File: src/rtl/stint_pkg.sv
package stint_pkg;
  localparam int DATA_W = 32;
  localparam int BUF_W  = 4;

  // Status positions (decoded by software, so kept fixed)
  localparam int S_CARD_IN  = 31;
  localparam int S_CARD_OUT = 30;
  localparam int S_BUF_LO   = 26;
  localparam int S_RD_DONE  = 11;
  localparam int S_WR_DONE  = 12;
  localparam int S_CMD_END  = 13;
  localparam int S_SDIO     = 14;
  localparam int S_CODE_LO  = 9;
  localparam int S_RD_RDY   = 7;
  localparam int S_WR_RDY   = 6;
  localparam int S_WCRC     = 2;

  // Enable positions
  localparam int E_RD_DONE  = 0;
  localparam int E_WR_DONE  = 1;
  localparam int E_CMD_END  = 2;
  localparam int E_WR_RDY   = 3;
  localparam int E_RD_RDY   = 4;
  localparam int E_DAT0     = 12;
  localparam int E_SDIO     = 13;
  localparam int E_CARD_OUT = 14;
  localparam int E_CARD_IN  = 15;
  localparam int W_CARD_OUT = 16;
  localparam int W_CARD_IN  = 17;
  localparam int W_SDIO     = 18;

  localparam logic [DATA_W-1:0] STICKY_MASK = 32'hC300_782F;
  localparam logic [DATA_W-1:0] LIVE_MASK   = 32'h3C00_06C0;
  localparam logic [DATA_W-1:0] EN_MASK     = 32'h0007_F01F;
  localparam logic [DATA_W-1:0] ERR_MASK    = 32'h0000_002F;
  localparam logic [1:0]        CODE_NORESP = 2'd2;

  function automatic logic [DATA_W-1:0] f_live(input logic [BUF_W-1:0] bufs,
                                                input logic rd_rdy,
                                                input logic wr_rdy,
                                                input logic [1:0] code);
    logic [DATA_W-1:0] v;
    v = '0;
    v[S_BUF_LO +: BUF_W] = bufs;
    v[S_CODE_LO +: 2]    = code;
    v[S_RD_RDY]          = rd_rdy;
    v[S_WR_RDY]          = wr_rdy;
    return v;
  endfunction

  function automatic logic f_irq(input logic [DATA_W-1:0] st,
                                 input logic [DATA_W-1:0] en,
                                 input logic dat0);
    return (en[E_RD_DONE]  & st[S_RD_DONE])  |
           (en[E_WR_DONE]  & st[S_WR_DONE])  |
           (en[E_CMD_END]  & st[S_CMD_END])  |
           (en[E_WR_RDY]   & st[S_WR_RDY])   |
           (en[E_RD_RDY]   & st[S_RD_RDY])   |
           (en[E_DAT0]     & dat0)           |
           (en[E_SDIO]     & st[S_SDIO])     |
           (en[E_CARD_OUT] & st[S_CARD_OUT]) |
           (en[E_CARD_IN]  & st[S_CARD_IN]);
  endfunction

  function automatic logic f_wake(input logic [DATA_W-1:0] st,
                                  input logic [DATA_W-1:0] en);
    return (en[W_CARD_OUT] & st[S_CARD_OUT]) |
           (en[W_CARD_IN]  & st[S_CARD_IN])  |
           (en[W_SDIO]     & st[S_SDIO]);
  endfunction

  function automatic logic f_err(input logic [DATA_W-1:0] st);
    return |(st & ERR_MASK);
  endfunction

  function automatic logic f_nores(input logic [DATA_W-1:0] st);
    return st[S_WCRC] && (st[S_CODE_LO +: 2] == CODE_NORESP);
  endfunction
endpackage

File: src/rtl/stint_sticky.sv
module stint_sticky
  import stint_pkg::*;
#(
  parameter logic [DATA_W-1:0] MASK = STICKY_MASK
) (
  input  logic              clk,
  input  logic              rst_n,
  input  logic [DATA_W-1:0] set_i,
  input  logic [DATA_W-1:0] clr_i,
  output logic [DATA_W-1:0] st_o
);
  logic [DATA_W-1:0] st_q;
  logic [DATA_W-1:0] st_d;

  // A new event has priority over a same-cycle clear
  always_comb st_d = ((st_q & ~clr_i) | set_i) & MASK;

  always_ff @(posedge clk or negedge rst_n) begin
    if (!rst_n) st_q <= '0;
    else        st_q <= st_d;
  end

  assign st_o = st_q;

  for (genvar i = 0; i < DATA_W; i++) begin : g_chk
    if (MASK[i]) begin : g_live_bit
      assert_event_latched_R4: assert property (@(posedge clk) disable iff (!rst_n)
        set_i[i] |=> st_q[i]);
      assert_bit_held_R2: assert property (@(posedge clk) disable iff (!rst_n)
        (st_q[i] && !clr_i[i]) |=> st_q[i]);
      assert_bit_cleared_R3: assert property (@(posedge clk) disable iff (!rst_n)
        (clr_i[i] && !set_i[i]) |=> !st_q[i]);
    end else begin : g_dead_bit
      assert_inert_bit_R6: assert property (@(posedge clk) disable iff (!rst_n)
        set_i[i] |=> !st_q[i]);
    end
  end
endmodule

File: src/rtl/stint_enable.sv
module stint_enable
  import stint_pkg::*;
#(
  parameter logic [DATA_W-1:0] MASK = EN_MASK
) (
  input  logic              clk,
  input  logic              rst_n,
  input  logic              we_i,
  input  logic [DATA_W-1:0] wdata_i,
  output logic [DATA_W-1:0] en_o
);
  logic [DATA_W-1:0] en_q;

  always_ff @(posedge clk or negedge rst_n) begin
    if (!rst_n)    en_q <= '0;
    else if (we_i) en_q <= wdata_i & MASK;
  end

  assign en_o = en_q;

  assert_en_stable_R7: assert property (@(posedge clk) disable iff (!rst_n)
    !we_i |=> $stable(en_q));
  assert_en_loaded_R7: assert property (@(posedge clk) disable iff (!rst_n)
    we_i |=> ((en_q & ~MASK) == '0));
endmodule

File: src/rtl/stint_merge.sv
module stint_merge
  import stint_pkg::*;
(
  input  logic              clk,
  input  logic              rst_n,
  input  logic [DATA_W-1:0] status_i,
  input  logic [DATA_W-1:0] en_i,
  input  logic              dat0_i,
  output logic              irq_o,
  output logic              wake_o,
  output logic              err_o,
  output logic              nores_o
);
  always_comb begin
    irq_o   = f_irq(status_i, en_i, dat0_i);
    wake_o  = f_wake(status_i, en_i);
    err_o   = f_err(status_i);
    nores_o = f_nores(status_i);
  end

  assert_no_irq_unenabled_R8: assert property (@(posedge clk) disable iff (!rst_n)
    (en_i[15:0] == '0) |-> !irq_o);
  assert_no_wake_unenabled_R9: assert property (@(posedge clk) disable iff (!rst_n)
    (en_i[18:16] == '0) |-> !wake_o);
  assert_nores_needs_err_R11: assert property (@(posedge clk) disable iff (!rst_n)
    nores_o |-> err_o);
endmodule

File: src/rtl/stint_ctrl.sv
module stint_ctrl
  import stint_pkg::*;
#(
  parameter int ADDR_W  = 2,
  parameter int ST_ADDR = 0,
  parameter int EN_ADDR = 1
) (
  input  logic              clk,
  input  logic              rst_n,
  input  logic              reg_wr,
  input  logic [ADDR_W-1:0] reg_addr,
  input  logic [31:0]       reg_wdata,
  output logic [31:0]       reg_rdata,
  input  logic [31:0]       evt_i,
  input  logic [3:0]        bufstat_i,
  input  logic              rd_rdy_i,
  input  logic              wr_rdy_i,
  input  logic [1:0]        wcrc_code_i,
  input  logic              dat0_i,
  output logic              irq_o,
  output logic              wake_o,
  output logic              err_o,
  output logic              crc_nores_o
);
  localparam logic [ADDR_W-1:0] A_ST = ADDR_W'(ST_ADDR);
  localparam logic [ADDR_W-1:0] A_EN = ADDR_W'(EN_ADDR);

  // Named internal events
  logic              wr_status;
  logic              wr_enable;
  logic [DATA_W-1:0] clr_vec;
  logic [DATA_W-1:0] sticky_q;
  logic [DATA_W-1:0] live_vec;
  logic [DATA_W-1:0] status_vec;
  logic [DATA_W-1:0] enable_q;

  assign wr_status = reg_wr && (reg_addr == A_ST);
  assign wr_enable = reg_wr && (reg_addr == A_EN);
  assign clr_vec   = wr_status ? reg_wdata : '0;

  stint_sticky #(.MASK(STICKY_MASK)) u_sticky (
    .clk   (clk),
    .rst_n (rst_n),
    .set_i (evt_i),
    .clr_i (clr_vec),
    .st_o  (sticky_q)
  );

  stint_enable #(.MASK(EN_MASK)) u_enable (
    .clk     (clk),
    .rst_n   (rst_n),
    .we_i    (wr_enable),
    .wdata_i (reg_wdata),
    .en_o    (enable_q)
  );

  always_comb begin
    live_vec   = f_live(bufstat_i, rd_rdy_i, wr_rdy_i, wcrc_code_i);
    status_vec = (sticky_q & STICKY_MASK) | (live_vec & LIVE_MASK);
  end

  always_comb begin
    if (reg_addr == A_ST)      reg_rdata = status_vec;
    else if (reg_addr == A_EN) reg_rdata = enable_q;
    else                       reg_rdata = '0;
  end

  stint_merge u_merge (
    .clk      (clk),
    .rst_n    (rst_n),
    .status_i (status_vec),
    .en_i     (enable_q),
    .dat0_i   (dat0_i),
    .irq_o    (irq_o),
    .wake_o   (wake_o),
    .err_o    (err_o),
    .nores_o  (crc_nores_o)
  );

  assert_sticky_clean_R1: assert property (@(posedge clk) disable iff (!rst_n)
    $rose(rst_n) |-> (sticky_q == '0));
  assert_live_ignores_write_R5: assert property (@(posedge clk) disable iff (!rst_n)
    (wr_status && $stable(live_vec)) |=> ((status_vec & LIVE_MASK) == $past(live_vec)));
endmodule

File: config.mk
export PLATFORM = sky130hd
export DESIGN_NAME = stint_ctrl
export DESIGN_NICKNAME = d
export VERILOG_FILES = /design/src/rtl/stint_pkg.sv /design/src/rtl/stint_sticky.sv /design/src/rtl/stint_enable.sv /design/src/rtl/stint_merge.sv /design/src/rtl/stint_ctrl.sv
export SDC_FILE = /design/constraint.sdc
export NUM_CORES = 1
export LEC_CHECK = 0
export BUFFER_PORTS_ARGS = -buffer_cell sky130_fd_sc_hd__buf_2
export CAP_MARGIN = 20
export CORE_MARGIN = 10
export CORE_UTILIZATION = 25
export CTS_CLUSTER_DIAMETER = 100
export DETAILED_ROUTE_END_ITERATION = 10
export MAX_ROUTING_LAYER = met4
export PLACE_DENSITY = 0.64
export SYNTH_ARGS = -nofsm -noshare
export SYNTH_HDL_FRONTEND = slang
export SYNTH_SLANG_ARGS = --single-unit
File: constraint.sdc
create_clock -name clk -period 1.6 [get_ports clk]
set_clock_uncertainty 0.2 [all_clocks]
set_input_delay 0.16 -clock clk [delete_from_list [all_inputs] [get_ports clk]]
set_output_delay 0.16 -clock clk [all_outputs]
set_load 0.01 [all_outputs]
* Yosys cells after proc, flatten, opt, wreduce, memory -nomap -nowiden
Cells that the tools add are included.
** Word-level totals
- Bits in registers :: 25
- Input bits :: 78
- Output and inout port bits :: 36
- Logic and storage cells :: 38
** Operators by class
- Equality and inequality tests :: 2
- Muxes and demuxes :: 3
- Bitwise operators :: 26
- Reduce and logical (&&, ||, !) cells :: 5
** Operator list (count)
- 2-to-1 mux 32 bit :: 2
- bitwise AND 32 bit :: 1
- NOT 32 bit :: 1
- bitwise OR 32 x 30 -> 32 bit :: 1
- bitwise OR 32 bit :: 1
- 2-to-1 mux 19 bit :: 1
- bitwise AND 1 bit :: 12
- bitwise OR 1 bit :: 10
- OR reduction 5 bit :: 1
- logical AND 1 bit :: 3
- == test 2 x 1 -> 1 bit (second input constant) :: 1
- == test 2 bit (second input constant) :: 1
- logical NOT 2 bit :: 1

* Depth between registers and ports, before layout
Gate-level depths: netlist (run 1).
- Depth after elaboration :: 10
- Depth in mapped cells :: 5
- Depth with buffers taken out :: 3

* By module
A second synthesis (run 1) with hierarchy kept.
** Second synthesis, totals
- Cell total of the unflattened synthesis :: 214
- Area, all modules :: 1985.7 um2
** By module, submodules not included
- stint_ctrl :: instances 1, cells an instance 98, area each 648.1 um2, sequential area each 0.0 um2
- stint_enable :: instances 1, cells an instance 46, area each 638.1 um2, sequential area each 300.3 um2
- stint_sticky :: instances 1, cells an instance 59, area each 618.1 um2, sequential area each 325.3 um2
- stint_merge :: instances 1, cells an instance 11, area each 81.3 um2, sequential area each 0.0 um2

* Least setup slack after synthesis (run 1)
OpenSTA, ideal clock, no wires.
- Path kind :: input to register
- From :: input port reg_addr[1]
- To :: register u_enable.en_q[12] (netlist: u_enable.en_o[12])
- Arrival time :: 987 ps
- Data required time :: 1275 ps
- Path slack :: 288 ps
- Stages on the path :: 5
- Buffers on the path :: 2
- Cells stage by stage :: buf_2 nor2b_4 nand2_2 buf_6 mux2_4
** On the way
- Word-level cells in the longest chain between the ends :: 2
** RTL lines
- from (decl) :: RTL line stint_ctrl.sv:11 : input logic [ADDR_W-1:0] reg_addr,
- == test 2 x 1 -> 1 bit :: RTL line stint_ctrl.sv:38 : assign wr_enable = reg_wr && (reg_addr == A_EN);
- logical AND 1 bit :: RTL line stint_ctrl.sv:38
- to (signal assigned) :: RTL line stint_enable.sv:16 : else if (we_i) en_q <= wdata_i & MASK;
- to (decl) :: RTL line stint_enable.sv:12 : logic [DATA_W-1:0] en_q;
Every way passes these cells.
A chain may end at the register's enable or synchronous reset.

* Final worst setup path (run 1)
- From :: register u_enable.en_q[3] (netlist: u_enable.en_o[3])
- To :: output port irq_o
** On the way
- Word-level cells in the longest chain between the ends :: 7
** RTL lines
- bitwise AND 1 bit :: RTL line stint_pkg.sv:57 : (en[E_WR_RDY] & st[S_WR_RDY]) |
- bitwise OR 1 bit :: RTL line stint_pkg.sv:56 : (en[E_CMD_END] & st[S_CMD_END]) |
- bitwise OR 1 bit :: RTL line stint_pkg.sv:57
- bitwise OR 1 bit :: RTL line stint_pkg.sv:58 : (en[E_RD_RDY] & st[S_RD_RDY]) |
- bitwise OR 1 bit :: RTL line stint_pkg.sv:59 : (en[E_DAT0] & dat0) |
- bitwise OR 1 bit :: RTL line stint_pkg.sv:60 : (en[E_SDIO] & st[S_SDIO]) |
- bitwise OR 1 bit :: RTL line stint_pkg.sv:61 : (en[E_CARD_OUT] & st[S_CARD_OUT]) |
- to (decl) :: RTL line stint_ctrl.sv:20 : output logic irq_o,
Every way passes these cells.

==> run_results.csv, run 1 <==
group,metric,value,unit
die,row_count,26,
die,die_w,93.7,µm
synth,yosys-top-cells-area,"dfrtp_1 (46%), mux2_4 (11%), and2_1 (8.7%)",
global_route,grt_pass1_wl,7.77,mm
placed_design,io_buffers,74,
run,cap_violations,0,
setup_path,crit_path_max_fanout,2,
synth,synthCells,123,
drt,drtPass1Iterations,4,
setup_path,r2r_cells,3,
sta,fin_crit_sh,1.10,
sta,fin_ws,-0.154,ns
placed_design,dp_slack,0.0901,ns
drt,drc,0,
setup_path,rrSetupSlack,0.03,ns
synth,netlist_area,0.00136,mm²
global_route,gr-usage-all-layers,0.111,
synth,ys_ff_latch,25,
clocking,clock_latency,0.27,ns
sta,setup_viol,1,
global_route,grt_antenna_before_repair,0,
cells_and_area,drive_above_1_share,0.425,
setup_path,cpPeakStageDelay,0.41,ns
synth,yosys.cell_types.count,24,
sta,rsz0062_at_grt,"yes",
clocking,numClockSinks,25,
synth,synth_commonest_cells,"dfrtp_1 (25), and2_1 (19), nand2_1 (14)",
cells_and_area,nets,319,
setup_path,path_class,"reg2out",
synth,avgSynthCellArea,11.0,µm²
global_route,first_global_vias,1523,
worst_hold_path,holdPathStages,2,
cells_and_area,fin_util,0.436,
synth,async_flop_share,1.00,
drt,vias,1325,
sta,fin_tns_setup,-0.154,ns
cells_and_area,multiInputGateArea,677,µm²
drt,drt_iter0_drc,44,
die,dieArea,0.00878,mm²
setup_path,r2r-start,"u_sticky.st_o[14]",
cells_and_area,fillers,520,
die,die_h,93.7,µm
cells_and_area,area_delta_synth_final,66.9,%
synth,synth_edf_count,0,
global_route,grt_overflow_total,0,
setup_path,reg2reg_to,"u_sticky.st_o[14]",
placed_design,gp_congestion,0.723,
synth,synth_warnings,0,
synth,synth_ff_type,"dfrtp_1",
power_and_ir_drop,p_leak,1.10,nW
setup_path,required,1.24,ns
setup_path,crit_chain,"a22o_1, a221oi_2, nand3_1, buf_6",
die,floorplan.initialDensity,0.261,
placed_design,dp_cells,268,
synth,synth_most_common_cell,"dfrtp_1",
clocking,clk_pin_slew,0.09,ns
clocking,cts.path.max_buffers,2,
clocking,htree_num_levels,1,
drt,wire_per_inst,15.5,µm
synth,netlist.area_leader.share,0.460,
setup_path,cpLargestDelayFamily,"compound AO/OA/AOI/OAI gates",
worst_hold_path,hold_path.startpoint,"reg_wdata[13]",
placed_design,dpl-instance-area,0.00180,mm²
sta,tightest_slew,0.607,ns
cells_and_area,n_antenna_cell,0,
synth,ys_seq_area_frac,0.460,
power_and_ir_drop,ir_worst_vdd,0.350,mV
sta,period_needed,1.75,ns
global_route,grt_max_degree,26,
sta,slew_headroom,0.595,
clocking,cts_tree,"yes",
setup_path,cp.arrival,1.39,ns
worst_hold_path,min_path_type,"in2reg",
worst_hold_path,whs_endpoint,"u_enable.en_o[13]",
clocking,numCtsBuffers,3,
cells_and_area,stdcell_count,310,
sta,hold-worst-slack,0.0831,ns
synth,synth_largest_area_cell,"dfrtp_1",
power_and_ir_drop,power_density,717,mW/mm²
cells_and_area,regArea,626,µm²
drt,ant_nets,0,
drt,viasPerCell,4.27,
setup_path,cp-start-kind,"register",
die,coreArea,0.00520,mm²
power_and_ir_drop,finalPower,1.63,mW
sta,fmax,570,MHz
status,status,"finished with violations",
sta,finalHoldViolations,0,
setup_path,end_kind,"primary output",
cells_and_area,final_area,0.00227,mm²
clocking,root_buffer,"clkbuf_8",
status,violations,"setup timing",
setup_path,cp_slowest_cell,"dfrtp_1",
sta,maxSlewViolCount,0,
setup_path,critPathBufInv,1,
die,ioPinCount,114,
drt,drt-total-wl,4.81,mm
placed_design,dp.final_hpwl,3.60,mm
[registers in the layout (all words and copies together) (netlist names)]
name and cells:
u_sticky.st_o 13, u_enable.en_o 12
[power breakdown]
| part | leakage, nW | switching [mW] | internal (mW) |
|---|---|---|---|
| clock network | 0.0228 | 0.214 | 0.178 |
| registers | 0.261 | 0.0604 | 0.700 |
| logic | 0.814 | 0.188 | 0.287 |
| total | 1.10 | 0.462 | 1.17 |
[placed cells by master, fill, tap and decap left out, drive strengths merged]
cell type     count
a222oi            2
and2             19
nor2b             1
dlymetal6s4s      1
mux2             12
dlygate4sd3      35
a21o             13
nand2            15
and3b             1
dfrtp            25
conb              6
a22o              1
a22oi             1
nand3             1
mux2i             7
nor3b             1
nor2              9
a221oi            1
nor3              1
inv               1
clkbuf            4
buf              83
[cell families after synthesis]
| logic type | share of synthesized area |
|---|---|
| multiplexers | 0.179 |
| AO/OA/AOI/OAI | 0.105 |
| AND/OR/NAND/NOR | 0.189 |
| flip-flops | 0.460 |
| buffers and inverters | 0.0644 |
| other | 0.00276 |
[worst register-to-register path, delay by kind of cell, from the launching register on]
kind / cells / cell delay [ns]
buffers and inverters: 2 / 0.69
AO/OA/AOI/OAI: 1 / 0.15
flip-flops: 1 / 0.43
[worst max path at each step]
stage / from / endpoint / cells after the start
4_1_cts: u_sticky.st_o[13] / irq_o / 3
6_report: u_enable.en_o[3] / irq_o / 4
5_1_grt: u_enable.en_o[3] / irq_o / 4
3_5_place_dp: u_enable.en_o[3] / irq_o / 4
2_1_floorplan: reg_addr[1] / u_enable.en_o[12] / 5
3_3_place_gp: u_enable.en_o[3] / irq_o / 4
[area by class of cell]
class / count / area share
Timing Repair Buffer: 119 / 0.366
Multi-Input combinational cell: 91 / 0.298
Sequential cell: 25 / 0.276
Tap cell: 70 / 0.0386
Clock buffer: 4 / 0.0199
Inverter: 1 / 0.00165
[per-layer routing]
metal | global-route usage | up-vias | wire length, µm
met5 | - | - | 0
met4 | 0.0190 | 0 | 24
met3 | 0.0232 | 4 | 247
met2 | 0.187 | 46 | 2400
met1 | 0.136 | 640 | 2150
li1 | - | 635 | -
[repair_timing]
action / 4_1_cts / 5_1_grt
setup endpoints to repair: 2 / 15
buffers inserted: 4 / 2
gates cloned: 0 / 0
gates resized for setup: 1 / 9
hold buffers: 39 / 0
pin swaps: 3 / 4
hold endpoints to repair: 50 / 0
Note: power is estimated with default switching activity, not from simulation.
==> inputs of run 2 (changes only) <==
--- a/config.mk
+++ b/config.mk
@@ -13,6 +13,7 @@
 export DETAILED_ROUTE_END_ITERATION = 10
 export MAX_ROUTING_LAYER = met4
 export PLACE_DENSITY = 0.64
+export RECOVER_POWER = 100
 export SYNTH_ARGS = -nofsm -noshare
 export SYNTH_HDL_FRONTEND = slang
 export SYNTH_SLANG_ARGS = --single-unit
==> run_results.csv, run 2 (synthesis gave the netlist of run 1 again) <==
group,metric,value,unit
status,status,"finished with violations",
status,violations,"setup timing",
setup_path,cp_slowest_cell,"dfrtp_1",
setup_path,rrSetupSlack,0.04,ns
setup_path,r2r-start,"u_sticky.st_o[14]",
placed_design,dp_cells,268,
setup_path,cpPeakStageDelay,0.40,ns
power_and_ir_drop,p_leak,1.03,nW
power_and_ir_drop,seqPwrFrac,0.478,
sta,fmax,571,MHz
sta,fin_ws,-0.151,ns
setup_path,r2r_cells,3,
placed_design,io_buffers,74,
sta,setup_viol,9,
cells_and_area,regArea,626,µm²
clocking,htree_num_levels,1,
setup_path,critPathBufInv,1,
placed_design,gp_congestion,0.723,
cells_and_area,final_common_cell,"buf_2",
cells_and_area,fillers,536,
cells_and_area,stdcell_count,310,
setup_path,cpLargestDelayFamily,"compound AO/OA/AOI/OAI gates",
global_route,gr-usage-all-layers,0.111,
clocking,numClockSinks,25,
sta,fin_crit_sh,1.09,
worst_hold_path,holdPathStages,2,
drt,drtPass1Iterations,4,
die,ioPinCount,114,
sta,finalHoldViolations,0,
cells_and_area,n_antenna_cell,0,
sta,rsz0062_at_grt,"yes",
drt,drt-total-wl,4.80,mm
setup_path,path_class,"reg2out",
power_and_ir_drop,sw_frac_of_total,0.288,
power_and_ir_drop,net-switching-power,0.458,mW
die,die_h,93.7,µm
cells_and_area,nets,319,
setup_path,crit_chain,"a22o_1, a221oi_2, nand3_1, buf_6",
global_route,grt_antenna_before_repair,0,
clocking,clock_latency,0.27,ns
clocking,root_buffer,"clkbuf_8",
cells_and_area,layout_common_cells,"buf_2 (53), dlygate4sd3_1 (35), dfrtp_1 (25)",
setup_path,cp.arrival,1.39,ns
clocking,numCtsBuffers,3,
die,dieArea,0.00878,mm²
die,coreArea,0.00520,mm²
power_and_ir_drop,intPower,1.13,mW
drt,vias,1325,
cells_and_area,largest_reg_flops,13,
cells_and_area,drive_above_1_share,0.358,
die,row_count,26,
cells_and_area,area_delta_synth_final,62.7,%
setup_path,required,1.24,ns
worst_hold_path,hold_path.startpoint,"reg_wdata[13]",
placed_design,dpl-instance-area,0.00180,mm²
global_route,grt_pass1_wl,7.77,mm
power_and_ir_drop,ir_worst_vdd,0.333,mV
power_and_ir_drop,pwr-share-comb,0.276,
cells_and_area,multiInputGateArea,643,µm²
sta,period_needed,1.75,ns
worst_hold_path,whs_endpoint,"u_enable.en_o[13]",
sta,tightest_slew,0.670,ns
die,die_w,93.7,µm
sta,maxSlewViolCount,0,
placed_design,dp.final_hpwl,3.60,mm
clocking,clk_pin_slew,0.09,ns
drt,drt_iter0_drc,46,
run,cap_violations,0,
drt,ant_nets,0,
setup_path,end_kind,"primary output",
global_route,grt_overflow_total,0,
placed_design,dp_slack,0.0901,ns
power_and_ir_drop,power_density,719,mW/mm²
drt,viasPerCell,4.27,
setup_path,crit_path_max_fanout,2,
clocking,cts_tree,"yes",
power_and_ir_drop,p_clk_frac,0.246,
die,floorplan.initialDensity,0.261,
sta,slew_headroom,0.553,
global_route,grt_max_degree,26,
sta,hold-worst-slack,0.0832,ns
setup_path,reg2reg_to,"u_sticky.st_o[14]",
setup_path,cp-start-kind,"register",
cells_and_area,final_area,0.00221,mm²
clocking,cts.path.max_buffers,2,
worst_hold_path,min_path_type,"in2reg",
drt,wire_per_inst,15.5,µm
global_route,first_global_vias,1523,
drt,drc,0,
sta,fin_tns_setup,-0.283,ns
-- run 2: cell types whose count changed in the layout (fill, tap and decap cells not counted) --
| cell | before | now |
|---|---|---|
| clkbuf_4 | 0 | 2 |
| nor2b_4 | 1 | 0 |
| buf_2 | 67 | 53 |
| buf_6 | 3 | 2 |
| buf_4 | 13 | 8 |
| nor2b_1 | 0 | 1 |
| clkbuf_2 | 0 | 10 |
| clkbuf_1 | 1 | 9 |
| and2_0 | 0 | 1 |
| mux2_1 | 0 | 7 |
| and2_1 | 19 | 18 |
| mux2_4 | 10 | 3 |
-- run 2: worst register-to-register path, stage by stage, from the launching register on --
cell	delay, ns
dfrtp_1	0.42
clkbuf_1	0.13
a21o_1	0.16
dlygate4sd3_1	0.55
-- run 2: worst max-delay path by stage --
| stage | slack [ns] | startpoint | to | cells past startpoint |
|---|---|---|---|---|
| after floorplan | 0.29 | reg_addr[1] | u_enable.en_o[12] | 5 |
| after global placement | 0.14 | u_enable.en_o[3] | irq_o | 4 |
| after detailed placement | 0.09 | u_enable.en_o[3] | irq_o | 4 |
| after CTS | -0.14 | u_sticky.st_o[13] | irq_o | 3 |
| after global routing | -0.22 | u_enable.en_o[3] | irq_o | 4 |
| final | -0.15 | u_enable.en_o[3] | irq_o | 4 |
-- run 2: repair_timing --
action                                 in CTS  in global routing
setup endpoints to repair                   2                 15
buffers inserted                            4                  2
endpoints found under the hold margin      50                  0
pin swaps                                   3                  4
gates resized for setup                     1                  9
hold buffers                               39                  0
-- run 2: cell type report --
class,count,area share
repair buffers,119,0.364
multi-input cells,91,0.291
flip-flops and latches,25,0.283
well taps,70,0.0396
clock buffers,4,0.0204
inverters,1,0.00170
-- run 2: per-layer routing --
metal  global-route usage  vias up  wire length [µm]
met5                    -        -                 0
met4               0.0190        0                23
met3               0.0232        4               241
met2                0.187       48              2390
met1                0.136      638              2150
li1                     -      635                 -
-- run 2: stage by stage --
step	total power, mW	utilization
finish	1.59	0.425
global route	1.68	0.425
detailed placement	1.15	0.347
floorplan	0.986	-
CTS	1.63	0.437
global placement	1.14	0.347
-- run 2: power by group through the flow --
stage / combinational (mW) / clock (mW) / sequential [mW]
6_report: 0.438 / 0.391 / 0.760
4_1_cts: 0.470 / 0.403 / 0.760
3_3_place_gp: 0.371 / 0 / 0.771
2_1_floorplan: 0.236 / 0 / 0.751
3_5_place_dp: 0.380 / 0 / 0.775
5_1_grt: 0.484 / 0.423 / 0.768
